--- config.mk ---
export PLATFORM = sky130hd
export DESIGN_NAME = pulse_cycle_selector
export DESIGN_NICKNAME = d
export VERILOG_FILES = /design/src/rtl/pcs_pkg.sv /design/src/rtl/pcs_fsm.sv /design/src/rtl/pcs_skip_ctl.sv /design/src/rtl/pcs_ton_store.sv /design/src/rtl/pulse_cycle_selector.sv
export SDC_FILE = /design/constraint.sdc
export NUM_CORES = 1
export LEC_CHECK = 0
export BUFFER_PORTS_ARGS = -buffer_cell sky130_fd_sc_hd__buf_2
export CAP_MARGIN = 20
export CORE_MARGIN = 4
export CORE_UTILIZATION = 30
export CTS_CLUSTER_DIAMETER = 120
export DETAILED_ROUTE_END_ITERATION = 6
export HOLD_SLACK_MARGIN = 0.05
export PLACE_DENSITY = 0.54
export SYNTH_ARGS = -nofsm -noshare
export SYNTH_HDL_FRONTEND = slang
export SYNTH_SLANG_ARGS = --single-unit
export TNS_END_PERCENT = 10
--- constraint.sdc ---
create_clock -name clk -period 2.05 [get_ports clk]
set_clock_uncertainty 0.15 [all_clocks]
set_input_delay 0.41 -clock clk [delete_from_list [all_inputs] [get_ports clk]]
set_output_delay 0.41 -clock clk [all_outputs]
set_load 0.05 [all_outputs]
--- src/rtl/pcs_pkg.sv ---
package pcs_pkg;

    typedef enum logic [1:0] {
        CK_POWER = 2'b00,
        CK_SENSE = 2'b01,
        CK_SKIP  = 2'b10
    } cyc_kind_e;

    typedef enum logic [1:0] {
        ST_PWR,
        ST_SNS,
        ST_SKP,
        ST_SNS_SK
    } sel_state_e;

    typedef struct packed {
        logic streak_inc;
        logic streak_clr;
        logic enter;
        logic bump;
        logic tick;
        logic depth_clr;
    } skip_cmd_t;

endpackage

--- src/rtl/pcs_fsm.sv ---
module pcs_fsm
    import pcs_pkg::*;
(
    input  logic       clk,
    input  logic       rst_n,
    input  logic       cyc_end,
    input  logic       fb_above,
    input  logic       streak_full,
    input  logic       last_skip,
    output cyc_kind_e  kind,
    output logic       in_skip,
    output skip_cmd_t  cmd
);

    sel_state_e state_q;
    sel_state_e state_d;

    always_ff @(posedge clk or negedge rst_n) begin
        if (!rst_n) state_q <= ST_PWR;
        else        state_q <= state_d;
    end

    always_comb begin
        state_d = state_q;
        cmd     = '0;
        if (cyc_end) begin
            unique case (state_q)
                ST_PWR: begin
                    cmd.streak_clr = 1'b1;
                    state_d = fb_above ? ST_SNS : ST_PWR;
                end
                ST_SNS: begin
                    if (!fb_above) begin
                        state_d        = ST_PWR;
                        cmd.depth_clr  = 1'b1;
                        cmd.streak_clr = 1'b1;
                    end else if (streak_full) begin
                        state_d   = ST_SKP;
                        cmd.enter = 1'b1;
                    end else begin
                        state_d        = ST_SNS;
                        cmd.streak_inc = 1'b1;
                    end
                end
                ST_SKP: begin
                    cmd.tick = 1'b1;
                    state_d  = last_skip ? ST_SNS_SK : ST_SKP;
                end
                ST_SNS_SK: begin
                    if (fb_above) begin
                        state_d  = ST_SKP;
                        cmd.bump = 1'b1;
                    end else begin
                        state_d        = ST_PWR;
                        cmd.depth_clr  = 1'b1;
                        cmd.streak_clr = 1'b1;
                    end
                end
                default: state_d = ST_PWR;
            endcase
        end
    end

    always_comb begin
        unique case (state_q)
            ST_PWR:    begin kind = CK_POWER; in_skip = 1'b0; end
            ST_SNS:    begin kind = CK_SENSE; in_skip = 1'b0; end
            ST_SKP:    begin kind = CK_SKIP;  in_skip = 1'b1; end
            ST_SNS_SK: begin kind = CK_SENSE; in_skip = 1'b1; end
            default:   begin kind = CK_POWER; in_skip = 1'b0; end
        endcase
    end

endmodule

--- src/rtl/pcs_skip_ctl.sv ---
module pcs_skip_ctl
    import pcs_pkg::*;
#(
    parameter int DEPTH_W = 4,
    parameter int ENTRY_N = 8
) (
    input  logic               clk,
    input  logic               rst_n,
    input  skip_cmd_t          cmd,
    output logic [DEPTH_W-1:0] depth,
    output logic               streak_full,
    output logic               last_skip
);

    localparam int STREAK_W = $clog2(ENTRY_N + 1);
    localparam logic [STREAK_W-1:0] STREAK_LIM = STREAK_W'(ENTRY_N - 1);
    localparam logic [DEPTH_W-1:0]  DEPTH_MAX  = {DEPTH_W{1'b1}};
    localparam logic [DEPTH_W-1:0]  DEPTH_ONE  = DEPTH_W'(1);

    logic [STREAK_W-1:0] streak_q;
    logic [DEPTH_W-1:0]  depth_q;
    logic [DEPTH_W-1:0]  left_q;
    logic [DEPTH_W-1:0]  depth_up;

    assign depth_up = (depth_q == DEPTH_MAX) ? DEPTH_MAX : depth_q + DEPTH_ONE;

    always_ff @(posedge clk or negedge rst_n) begin
        if (!rst_n) begin
            streak_q <= '0;
        end else if (cmd.streak_clr) begin
            streak_q <= '0;
        end else if (cmd.streak_inc && streak_q < STREAK_LIM) begin
            streak_q <= streak_q + STREAK_W'(1);
        end
    end

    always_ff @(posedge clk or negedge rst_n) begin
        if (!rst_n) begin
            depth_q <= '0;
            left_q  <= '0;
        end else if (cmd.depth_clr) begin
            depth_q <= '0;
            left_q  <= '0;
        end else if (cmd.enter) begin
            depth_q <= DEPTH_ONE;
            left_q  <= DEPTH_ONE;
        end else if (cmd.bump) begin
            depth_q <= depth_up;
            left_q  <= depth_up;
        end else if (cmd.tick && left_q != '0) begin
            left_q  <= left_q - DEPTH_ONE;
        end
    end

    assign depth       = depth_q;
    assign streak_full = (streak_q >= STREAK_LIM);
    assign last_skip   = (left_q <= DEPTH_ONE);

endmodule

--- src/rtl/pcs_ton_store.sv ---
module pcs_ton_store
    import pcs_pkg::*;
#(
    parameter int TON_W       = 10,
    parameter int TON_MAX     = 500,
    parameter int SENSE_SHIFT = 2
) (
    input  logic             clk,
    input  logic             rst_n,
    input  logic             cyc_end,
    input  cyc_kind_e        kind,
    input  logic [TON_W-1:0] pwr_ton,
    output logic [TON_W-1:0] ton_target
);

    localparam logic [TON_W-1:0] TON_CAP = TON_W'(TON_MAX);

    logic [TON_W-1:0] last_ton_q;

    always_ff @(posedge clk or negedge rst_n) begin
        if (!rst_n)                             last_ton_q <= '0;
        else if (cyc_end && kind == CK_POWER)   last_ton_q <= pwr_ton;
    end

    always_comb begin
        unique case (kind)
            CK_POWER: ton_target = TON_CAP;
            CK_SENSE: ton_target = last_ton_q >> SENSE_SHIFT;
            CK_SKIP:  ton_target = '0;
            default:  ton_target = '0;
        endcase
    end

endmodule

--- src/rtl/pulse_cycle_selector.sv ---
module pulse_cycle_selector
    import pcs_pkg::*;
#(
    parameter int TON_W        = 10,
    parameter int TON_MAX      = 500,
    parameter int SKIP_ENTRY_N = 8,
    parameter int DEPTH_W      = 4
) (
    input  logic               clk,
    input  logic               rst_n,
    input  logic               cyc_end,
    input  logic               fb_above,
    input  logic [TON_W-1:0]   pwr_ton,
    output logic [1:0]         cyc_kind,
    output logic [TON_W-1:0]   ton_target,
    output logic               skip_active,
    output logic [DEPTH_W-1:0] skip_depth
);

    cyc_kind_e kind;
    skip_cmd_t cmd;
    logic      streak_full;
    logic      last_skip;

    pcs_fsm u_fsm (
        .clk         (clk),
        .rst_n       (rst_n),
        .cyc_end     (cyc_end),
        .fb_above    (fb_above),
        .streak_full (streak_full),
        .last_skip   (last_skip),
        .kind        (kind),
        .in_skip     (skip_active),
        .cmd         (cmd)
    );

    pcs_skip_ctl #(
        .DEPTH_W (DEPTH_W),
        .ENTRY_N (SKIP_ENTRY_N)
    ) u_skip (
        .clk         (clk),
        .rst_n       (rst_n),
        .cmd         (cmd),
        .depth       (skip_depth),
        .streak_full (streak_full),
        .last_skip   (last_skip)
    );

    pcs_ton_store #(
        .TON_W   (TON_W),
        .TON_MAX (TON_MAX)
    ) u_ton (
        .clk        (clk),
        .rst_n      (rst_n),
        .cyc_end    (cyc_end),
        .kind       (kind),
        .pwr_ton    (pwr_ton),
        .ton_target (ton_target)
    );

    assign cyc_kind = kind;

endmodule

==> flow_summary.json <==
{
  "drt-total-wl_um": 2551,
  "timing.final.setup_violations": 0,
  "p_leak_nw": 0.7517,
  "antenna_found_initial": 0,
  "r2r_slack_ns": 0.32,
  "clockBufferDepth": 2,
  "final_antenna_net_count": 0,
  "drive_above_1_share": 0.3264,
  "die_w_um": 71.64,
  "htreeDepth": 1,
  "ys_ff_latch": 22,
  "die_area_um2": 5132,
  "io_pins": 31,
  "vias_per_cell": 5.026,
  "synth_edf_count": 0,
  "worstSetupStartpoint": "u_fsm.state_q[0]$_DFFE_PN0P_",
  "hold_viol": 0,
  "postLayoutCoreUtil": 0.3837,
  "drc": 0,
  "dr.pass1.iters": 4,
  "hp-class": "input pin to flop",
  "cts_setup_buffers": 0,
  "cts.sinks": 22,
  "rsz0062_at_grt": "no",
  "place_congestion": 0.7877,
  "slew_viol_final": 0,
  "start_util": 0.3198,
  "grt_pass1_wl_um": 4505,
  "portBuffers": 27,
  "rows": 22,
  "vias": 965,
  "die_h_um": 71.64,
  "core_area_um2": 3799,
  "n_antenna_cell": 0,
  "vdd_drop_max_mv": 0.5604,
  "fin_crit_sh": 0.9439,
  "hold_depth": 2,
  "crit_fanout": 9,
  "yosys_warnings": 0,
  "ys_types": 37,
  "drt-initial-drc-count": 31,
  "ys.flop_type": "dfrtp_1",
  "worstSetupEndpointType": "primary output",
  "wire_per_inst_um": 13.29,
  "grt_pass1_vias": 960,
  "numCtsBuffers": 3,
  "tns_ns": 0,
  "syn2layout_area_growth_pct": 19.98,
  "rr_worst_depth": 6,
  "outcome": "finished, final reports clean",
  "worstReg2RegStart": "u_skip.left_q[0]$_DFFE_PN0P_",
  "yosysSeqAreaShare": 0.4531,
  "timing.final.crit_period_ns": 1.935,
  "syn_inst": 116,
  "fmax_ghz": 0.5168,
  "clk_latency_ns": 0.26,
  "syn_area_per_cell_um2": 10.47,
  "hp-start": "pwr_ton[4]",
  "grtUsageTotal": 0.1087,
  "maxCapViolCount": 0,
  "crit_type": "flop to primary output",
  "grt.overflow.total": 0,
  "cts_tree": "done",
  "synth_async_sr_flop_share": 1.000,
  "syn_area_um2": 1215,
  "grt_max_degree": 23,
  "crit_required_ns": 1.49,
  "final_nets": 165,
  "clk_pin_slew_worst_paths_ns": 0.07,
  "synth_nets": 135,
  "cts_root_buf": "clkbuf_8",
  "fillers": 389,
  "worst_setup_path_start_kind": "flop",
  "p_per_area_nw_per_um2": 1356,
  "cp.arrival_ns": 1.38,
  "place_hpwl_um": 1997
}
-- metrics by stage --
| step | std cells | total power [W] | area (um2) | hold slack, ns | setup WS, ns |
|---|---|---|---|---|---|
| global placement | 188 | 0.001704 | 1401 | 0.2554 | 0.2610 |
| detailed placement | 188 | 0.001730 | 1401 | 0.2536 | 0.2396 |
| CTS | 192 | 0.001998 | 1453 | 0.2277 | 0.07719 |
| finish | 192 | 0.001977 | 1458 | 0.2305 | 0.1149 |
| floorplan | 116 | 0.001498 | 1217 | -0.03559 | 0.08272 |
| global route | 192 | 0.002108 | 1458 | 0.2296 | 0.008718 |
-- registers in the layout (all words and copies together), names as in the netlist --
signal and cells:
u_skip.left_q 4, u_fsm.state_q 2, u_skip.streak_q 4, u_skip.depth 4, u_ton.last_ton_q 8
-- power by group --
| group | internal [W] | leakage, nW | switching [W] |
|---|---|---|---|
| registers | 0.000551 | 0.285 | 0.0000925 |
| clock network | 0.000131 | 0.0216 | 0.000130 |
| logic | 0.000346 | 0.446 | 0.000727 |
| total | 0.00103 | 0.752 | 0.000949 |
-- Yosys cell counts, drive strengths merged, types with 3 or more instances --
library cell  number  share of area
inv                4          0.012
a21oi              5          0.021
o21ai              4          0.016
mux2               8          0.074
and2               5          0.028
a21o              10          0.068
nand2              5          0.018
ha                 5          0.051
o21a               3          0.019
clkbuf             3         0.0093
dfrtp             22           0.45
nor2              15          0.046
-- placed cells by master (no fill, tap or decap), types with 2 or more instances in the layout --
master / instances
nand3_1: 2
inv_1: 4
nand2_1: 4
dfrtp_1: 22
and2_1: 4
ha_1: 5
a21oi_1: 5
nor2_1: 14
buf_2: 27
nand2b_1: 2
a21o_1: 9
mux2_2: 8
a31oi_1: 2
buf_4: 2
o21ai_0: 4
a211o_1: 2
clkbuf_8: 3
o21a_1: 3
-- routing by layer --
layer / up-vias / GRT usage / share of wire
met5: - / 0 / 0
met4: 0 / 0.01879 / 0.0035
met3: 2 / 0.03366 / 0.054
met2: 23 / 0.1796 / 0.50
met1: 474 / 0.1415 / 0.44
li1: 466 / - / -
-- layout make-up --
type	instances	area (um2)	area share
clock buffers	3	41.29	0.02833
well taps	48	60.06	0.04120
multi-input cells	85	630.6	0.4326
repair buffers	30	160.2	0.1099
inverters	4	15.01	0.01030
flip-flops and latches	22	550.5	0.3777
-- final timing paths --
kind	end
setup / recovery	ton_target[3]
hold / removal	u_ton.last_ton_q[4]$_DFFE_PN0P_
setup reg to reg	u_skip.left_q[1]$_DFFE_PN0P_
hold reg to reg	u_ton.last_ton_q[3]$_DFFE_PN0P_
max in group asynchronous	u_skip.depth[0]$_DFFE_PN0P_
min in group asynchronous	u_skip.streak_q[1]$_DFFE_PN0P_
-- critical path, stage by stage (launching register included) --
cell and delay [ns]:
dfrtp_1 0.51, buf_4 0.22, and2_1 0.13, buf_2 0.25
-- logic make-up (layout without fill, tap and decap cells) --
group                    count (synthesis)  after routing  share of synthesized area
multiplexers                             9              9                    0.08239
adder cells (fa/ha/maj)                  5              5                    0.05149
other                                    1              1                   0.003087
XOR/XNOR                                 1              1                   0.007210
AND/OR/NAND/NOR                         37             37                     0.1638
flip-flops                              22             22                     0.4531
buffers and inverters                    9             37                    0.03398
AO/OA/AOI/OAI                           32             32                     0.2049
-- timing repair --
| item | 4_1_cts | 5_1_grt |
|---|---|---|
| hold buffers | 1 | 0 |
| endpoints found under the setup margin | 0 | 3 |
| gates resized for setup | 0 | 1 |
| endpoints found under the hold margin | 22 | 0 |
Power figures use the tool's default switching activity.
